<file path="src/rtl/alu8_pkg.sv">
package alu8_pkg;

  localparam int unsigned OPW = 4;

  localparam logic [OPW-1:0] OP_ADD  = 4'h0;
  localparam logic [OPW-1:0] OP_INC  = 4'h1;
  localparam logic [OPW-1:0] OP_DEC  = 4'h2;
  localparam logic [OPW-1:0] OP_CMP  = 4'h3;
  localparam logic [OPW-1:0] OP_NOT  = 4'h4;
  localparam logic [OPW-1:0] OP_AND  = 4'h5;
  localparam logic [OPW-1:0] OP_OR   = 4'h6;
  localparam logic [OPW-1:0] OP_SHR  = 4'h7;
  localparam logic [OPW-1:0] OP_SHL  = 4'h8;
  localparam logic [OPW-1:0] OP_ADDI = 4'hB;
  localparam logic [OPW-1:0] OP_ANDI = 4'hC;
  localparam logic [OPW-1:0] OP_ORI  = 4'hD;

  typedef enum logic [1:0] {
    ARITH_ADD = 2'd0,
    ARITH_INC = 2'd1,
    ARITH_DEC = 2'd2
  } arith_kind_e;

  typedef enum logic [1:0] {
    LOGIC_NOT = 2'd0,
    LOGIC_AND = 2'd1,
    LOGIC_OR  = 2'd2
  } logic_kind_e;

  localparam int unsigned FLAG_EQ = 0;
  localparam int unsigned FLAG_LT = 1;
  localparam int unsigned FLAG_GT = 2;

endpackage

</file>
<file path="src/rtl/alu8_arith.sv">
module alu8_arith
  import alu8_pkg::*;
#(
  parameter int unsigned W = 8
) (
  input  logic [W-1:0] a_i,
  input  logic [W-1:0] b_i,
  input  arith_kind_e  kind_i,
  output logic [W-1:0] y_o
);

  localparam logic [W-1:0] ONE  = W'(1);
  localparam logic [W-1:0] ONES = '1;

  logic [W-1:0] addend;

  always_comb begin
    unique case (kind_i)
      ARITH_INC: addend = ONE;
      ARITH_DEC: addend = ONES;
      default:   addend = b_i;
    endcase
  end

  assign y_o = a_i + addend;

  always_comb begin
    if (kind_i == ARITH_DEC) begin
      AST_DEC_BELOW: assert (W'(y_o + ONE) == a_i) else $error("decrement mismatch");
    end
  end

endmodule

</file>
<file path="src/rtl/alu8_logic.sv">
module alu8_logic
  import alu8_pkg::*;
#(
  parameter int unsigned W = 8
) (
  input  logic [W-1:0] a_i,
  input  logic [W-1:0] b_i,
  input  logic_kind_e  kind_i,
  output logic [W-1:0] y_o
);

  always_comb begin
    unique case (kind_i)
      LOGIC_AND: y_o = a_i & b_i;
      LOGIC_OR:  y_o = a_i | b_i;
      default:   y_o = ~a_i;
    endcase
  end

  always_comb begin
    if (kind_i == LOGIC_NOT) begin
      AST_NOT_DISJOINT: assert ((y_o & a_i) == '0) else $error("not overlaps operand");
    end
  end

endmodule

</file>
<file path="src/rtl/alu8_shift.sv">
module alu8_shift #(
  parameter int unsigned W = 8
) (
  input  logic [W-1:0] a_i,
  input  logic [W-1:0] amt_i,
  input  logic         left_i,
  output logic [W-1:0] y_o
);

  localparam int unsigned SHW = $clog2(W);

  logic [W-1:0] stage [SHW+1];
  logic         too_far;

  assign stage[0] = a_i;

  for (genvar i = 0; i < SHW; i++) begin : g_stage
    localparam int unsigned STEP = 1 << i;
    always_comb begin
      if (!amt_i[i])   stage[i+1] = stage[i];
      else if (left_i) stage[i+1] = stage[i] << STEP;
      else             stage[i+1] = stage[i] >> STEP;
    end
  end

  assign too_far = |amt_i[W-1:SHW];
  assign y_o     = too_far ? '0 : stage[SHW];

  always_comb begin
    if (amt_i >= W[W-1:0]) begin
      AST_SHIFT_FLUSH: assert (y_o == '0) else $error("oversized shift nonzero");
    end
  end

endmodule

</file>
<file path="src/rtl/alu8_cmp.sv">
module alu8_cmp
  import alu8_pkg::*;
#(
  parameter int unsigned W = 8
) (
  input  logic [W-1:0] a_i,
  input  logic [W-1:0] b_i,
  output logic [W-1:0] y_o
);

  logic eq, lt, gt;

  assign eq = (a_i == b_i);
  assign lt = (a_i <  b_i);
  assign gt = !eq && !lt;

  always_comb begin
    y_o          = '0;
    y_o[FLAG_EQ] = eq;
    y_o[FLAG_LT] = lt;
    y_o[FLAG_GT] = gt;
  end

  always_comb begin
    AST_CMP_ONE_FLAG: assert ($countones(y_o) == 1) else $error("compare flags not single");
  end

endmodule

</file>
<file path="src/rtl/alu8_core.sv">
module alu8_core
  import alu8_pkg::*;
#(
  parameter int unsigned W = 8
) (
  input  logic [3:0]   op_i,
  input  logic [W-1:0] a_i,
  input  logic [W-1:0] b_i,
  input  logic [W-1:0] imm_i,
  output logic [W-1:0] res_o
);

  logic          use_imm;
  logic [W-1:0]  opb;
  arith_kind_e   arith_kind;
  logic_kind_e   logic_kind;
  logic [W-1:0]  arith_y, logic_y, shift_y, cmp_y;

  assign use_imm = (op_i == OP_ADDI) || (op_i == OP_ANDI) || (op_i == OP_ORI);
  assign opb     = use_imm ? imm_i : b_i;

  always_comb begin
    unique case (op_i)
      OP_INC:  arith_kind = ARITH_INC;
      OP_DEC:  arith_kind = ARITH_DEC;
      default: arith_kind = ARITH_ADD;
    endcase
    unique case (op_i)
      OP_AND, OP_ANDI: logic_kind = LOGIC_AND;
      OP_OR,  OP_ORI:  logic_kind = LOGIC_OR;
      default:         logic_kind = LOGIC_NOT;
    endcase
  end

  alu8_arith #(.W(W)) u_arith (
    .a_i(a_i), .b_i(opb), .kind_i(arith_kind), .y_o(arith_y)
  );

  alu8_logic #(.W(W)) u_logic (
    .a_i(a_i), .b_i(opb), .kind_i(logic_kind), .y_o(logic_y)
  );

  alu8_shift #(.W(W)) u_shift (
    .a_i(a_i), .amt_i(b_i), .left_i(op_i == OP_SHL), .y_o(shift_y)
  );

  alu8_cmp #(.W(W)) u_cmp (
    .a_i(a_i), .b_i(b_i), .y_o(cmp_y)
  );

  always_comb begin
    unique case (op_i)
      OP_ADD, OP_INC, OP_DEC, OP_ADDI:         res_o = arith_y;
      OP_NOT, OP_AND, OP_OR, OP_ANDI, OP_ORI:  res_o = logic_y;
      OP_SHR, OP_SHL:                          res_o = shift_y;
      OP_CMP:                                  res_o = cmp_y;
      default:                                 res_o = '0;
    endcase
  end

  always_comb begin
    if (op_i == 4'h9 || op_i == 4'hA || op_i == 4'hE || op_i == 4'hF) begin
      AST_UNDEF_ZERO: assert (res_o == '0) else $error("undefined code nonzero");
    end
    if (op_i == OP_CMP) begin
      AST_CMP_HIGH_CLEAR: assert (res_o[W-1:3] == '0) else $error("compare upper bits set");
    end
  end

endmodule

</file>
<file path="config.mk">
export PLATFORM = sky130hd
export DESIGN_NAME = alu8_core
export DESIGN_NICKNAME = d
export VERILOG_FILES = /design/src/rtl/alu8_pkg.sv /design/src/rtl/alu8_arith.sv /design/src/rtl/alu8_logic.sv /design/src/rtl/alu8_shift.sv /design/src/rtl/alu8_cmp.sv /design/src/rtl/alu8_core.sv
export SDC_FILE = /design/constraint.sdc
export NUM_CORES = 1
export LEC_CHECK = 0
export BUFFER_PORTS_ARGS = -buffer_cell sky130_fd_sc_hd__buf_2
export CAP_MARGIN = 25
export CELL_PAD_IN_SITES_DETAIL_PLACEMENT = 1
export CELL_PAD_IN_SITES_GLOBAL_PLACEMENT = 1
export CORE_UTILIZATION = 35
export DETAILED_ROUTE_END_ITERATION = 10
export PLACE_DENSITY = 0.71
export SYNTH_ARGS = -nofsm -noshare
export SYNTH_HDL_FRONTEND = slang
export SYNTH_HIERARCHICAL = 1
export SYNTH_SLANG_ARGS = --single-unit
</file>
<file path="constraint.sdc">
create_clock -name vclk -period 10.1
set_clock_uncertainty 0.15 [all_clocks]
set_input_delay 1.01 -clock vclk [all_inputs]
set_output_delay 1.01 -clock vclk [all_outputs]
set_load 0.005 [all_outputs]
</file>
==> flow_summary.ini <==
[status]
status = finished clean

[detailed_routing]
wl_microns = 7140
drcViolationCount = 0
via_count = 2307
dr.pass1.iters = 4
avgViaCountPerCell = 6.09
wl_per_cell_microns = 18.8
drtIter0Drc = 95
ant_nets = 0

[cells_and_area]
final_nets = 353
register_area_sq_um = 0
multi_input_area_sq_mm = 0.00194
fillers = 775
diodes = 0
fin_cells = 379
area_growth_pct = 4.05
layout-drive-gt1-share_pct = 24.0
n_sequential_cell = 0
nClkBuffers = 0

[place]
portBuffers = 36
pre_cts_slack_ps = 4470
dp.cells = 378
place.gp.congestion = 0.833
hpwl_microns = 5590

[global_route]
grt_use_total_pct = 22.4
grt_pass1_wl_microns = 11600
grt_max_degree = 29
antenna_found_initial = 0
overflow = 0
first_global_vias = 2291

[yosys]
synthCells = 294
yosys-top-cells-area = ha_1 (10%), o221ai_1 (6.8%), mux2_2 (6.2%)
synth_commonest_cells = nand2_1 (30), ha_1 (18), o221ai_1 (17)
ys_warn_count = 6
ys_types = 67
yosysSeqAreaShare_pct = 0
syn_area_sq_mm = 0.00219
synth_top_area_cell = ha_1
syn_avg_cell_area_sq_um = 7.46
synth_top_area_share_pct = 10.3
yosysMostFrequentCell = nand2_1

[setup_path]
worst-path-buf-inv = 2
critPathLaunchType = input port
arrival_ps = 4500
worstSetupPathType = input port to output port
max_stage_delay_ps = 410
cp_slowest_cell = fa_1
path_cells = buf_2 > and3b_1 > o21ai_4 > mux2_2 > or2b_1 > ha_1 > fa_1 > a21oi_1 > o211ai_1 > a21oi_1 > xnor2_1 > nor3b_1 > a211oi_1 > o221ai_1 > buf_2
crit_path_max_fanout = 27
worstPathRequired_ps = 8940
path_depth = 15
cp_top_family = compound AO/OA/AOI/OAI gates
cp-end-kind = output port

[floorplanning]
num_rows = 28
io_pins = 36
initial_core_util_pct = 36.6
core-area_sq_mm = 0.00599
die_h_microns = 81.2
dieArea_sq_mm = 0.00659
die_x_microns = 81.2

[worst_hold_path]
min_to = res_o[1]
hold_path.class = input port to output port
hold_depth = 3
worstHoldStart = op_i[2]

[clock_network]
cts_resized = 0
post-cts-setup-buffers = 0
hold_buffers = 0

[power_and_ir_drop]
p_per_area_mw_per_mm2 = 54.9
ir_drop_mv = 0.0379
leakagePower_uw = 0.000932
power_uw = 125

[sta]
slew_viol_final = 0
fmax_ghz = 0.177
hold_viol = 0
period_share_pct = 56.0
period_minus_slack_ps = 5660
slew_headroom_pct = 62.8
fin_ws_ps = 4440
rsz0062_at_grt = no
finalSetupViolCount = 0
tightest_slew_ps = 556
fin_setup_tns_ps = 0

[flow_run]
cap_violations = 0
[layer usage]
metal	GRT usage (%)	vias up	wire length, microns
met5	0	-	0
met4	3.57	0	93
met3	0.562	8	199
met2	41.4	44	3790
met1	28.9	1123	3060
li1	-	1132	-
[area by class of cell]
cell class                 count  area share, %
multi-input combinational    251           85.0
tap                           75           4.11
timing repair buffer          38           8.44
inverter                      15           2.47
[worst min-delay path: stages]
cell	delay, ps
buf_2	250
o221ai_1	240
buf_2	110
[report_power, final]
group	total (uW)	switching (uW)	internal, uW
registers	0	0	0
clock network	0	0	0
logic	125	71.3	54.0
[layout by cell type, fill, tap and decap left out, drive strengths merged, types with 2 or more instances in the layout]
| cell type | Yosys | layout |
|---|---|---|
| nand3b | 3 | 3 |
| xnor2 | 5 | 5 |
| a31oi | 6 | 6 |
| a311oi | 2 | 2 |
| ha | 18 | 18 |
| nor3b | 7 | 7 |
| mux2i | 6 | 6 |
| nand2b | 13 | 13 |
| mux2 | 12 | 12 |
| buf | 26 | 37 |
| nor2 | 13 | 13 |
| a211oi | 7 | 7 |
| o31ai | 2 | 2 |
| nand4 | 3 | 3 |
| nor2b | 4 | 4 |
| nor4bb | 4 | 4 |
| nor4b | 3 | 3 |
| o32a | 2 | 2 |
| o211ai | 2 | 2 |
| o221ai | 17 | 17 |
| or2b | 7 | 7 |
| xor2 | 3 | 3 |
| o22ai | 7 | 7 |
| a22oi | 7 | 7 |
| nor3 | 2 | 2 |
| inv | 15 | 15 |
| a32oi | 7 | 7 |
| conb | 1 | 5 |
| o21ai | 13 | 13 |
| nand2 | 32 | 32 |
| nand3 | 4 | 4 |
| and4bb | 4 | 4 |
| a21oi | 14 | 14 |
[logic make-up (layout without fill, tap and decap cells)]
family,count (synthesis),count (layout),synth area share (%)
and+or+nand+nor,107,107,31.5
adders and majority gates,19,19,11.2
buffers and inverters,47,53,12.3
xor gates and xnor gates,8,8,3.54
other,1,5,0.171
muxes,18,18,8.90
AOI/OAI and AO/OA,94,94,32.4
[metrics by stage]
stage,instance area (sq um),hold WS (ps),utilization [%]
3_3_place_gp,2280,2480,38.0
3_5_place_dp,2280,2480,38.0
5_1_grt,2280,2510,38.1
4_1_cts,2280,2480,38.0
2_1_floorplan,2210,2120,-
6_report,2280,2470,38.1
[how the worst max path moves through the flow]
| stage | start | to | slack (ps) |
|---|---|---|---|
| 5_1_grt | op_i[2] | res_o[6] | 4080 |
| 2_1_floorplan | op_i[2] | res_o[6] | 4890 |
| 3_5_place_dp | op_i[2] | res_o[6] | 4470 |
| 4_1_cts | op_i[2] | res_o[6] | 4460 |
| 3_3_place_gp | op_i[2] | res_o[6] | 4530 |
| 6_report | op_i[2] | res_o[6] | 4440 |
(Power assumes the default switching activity.)
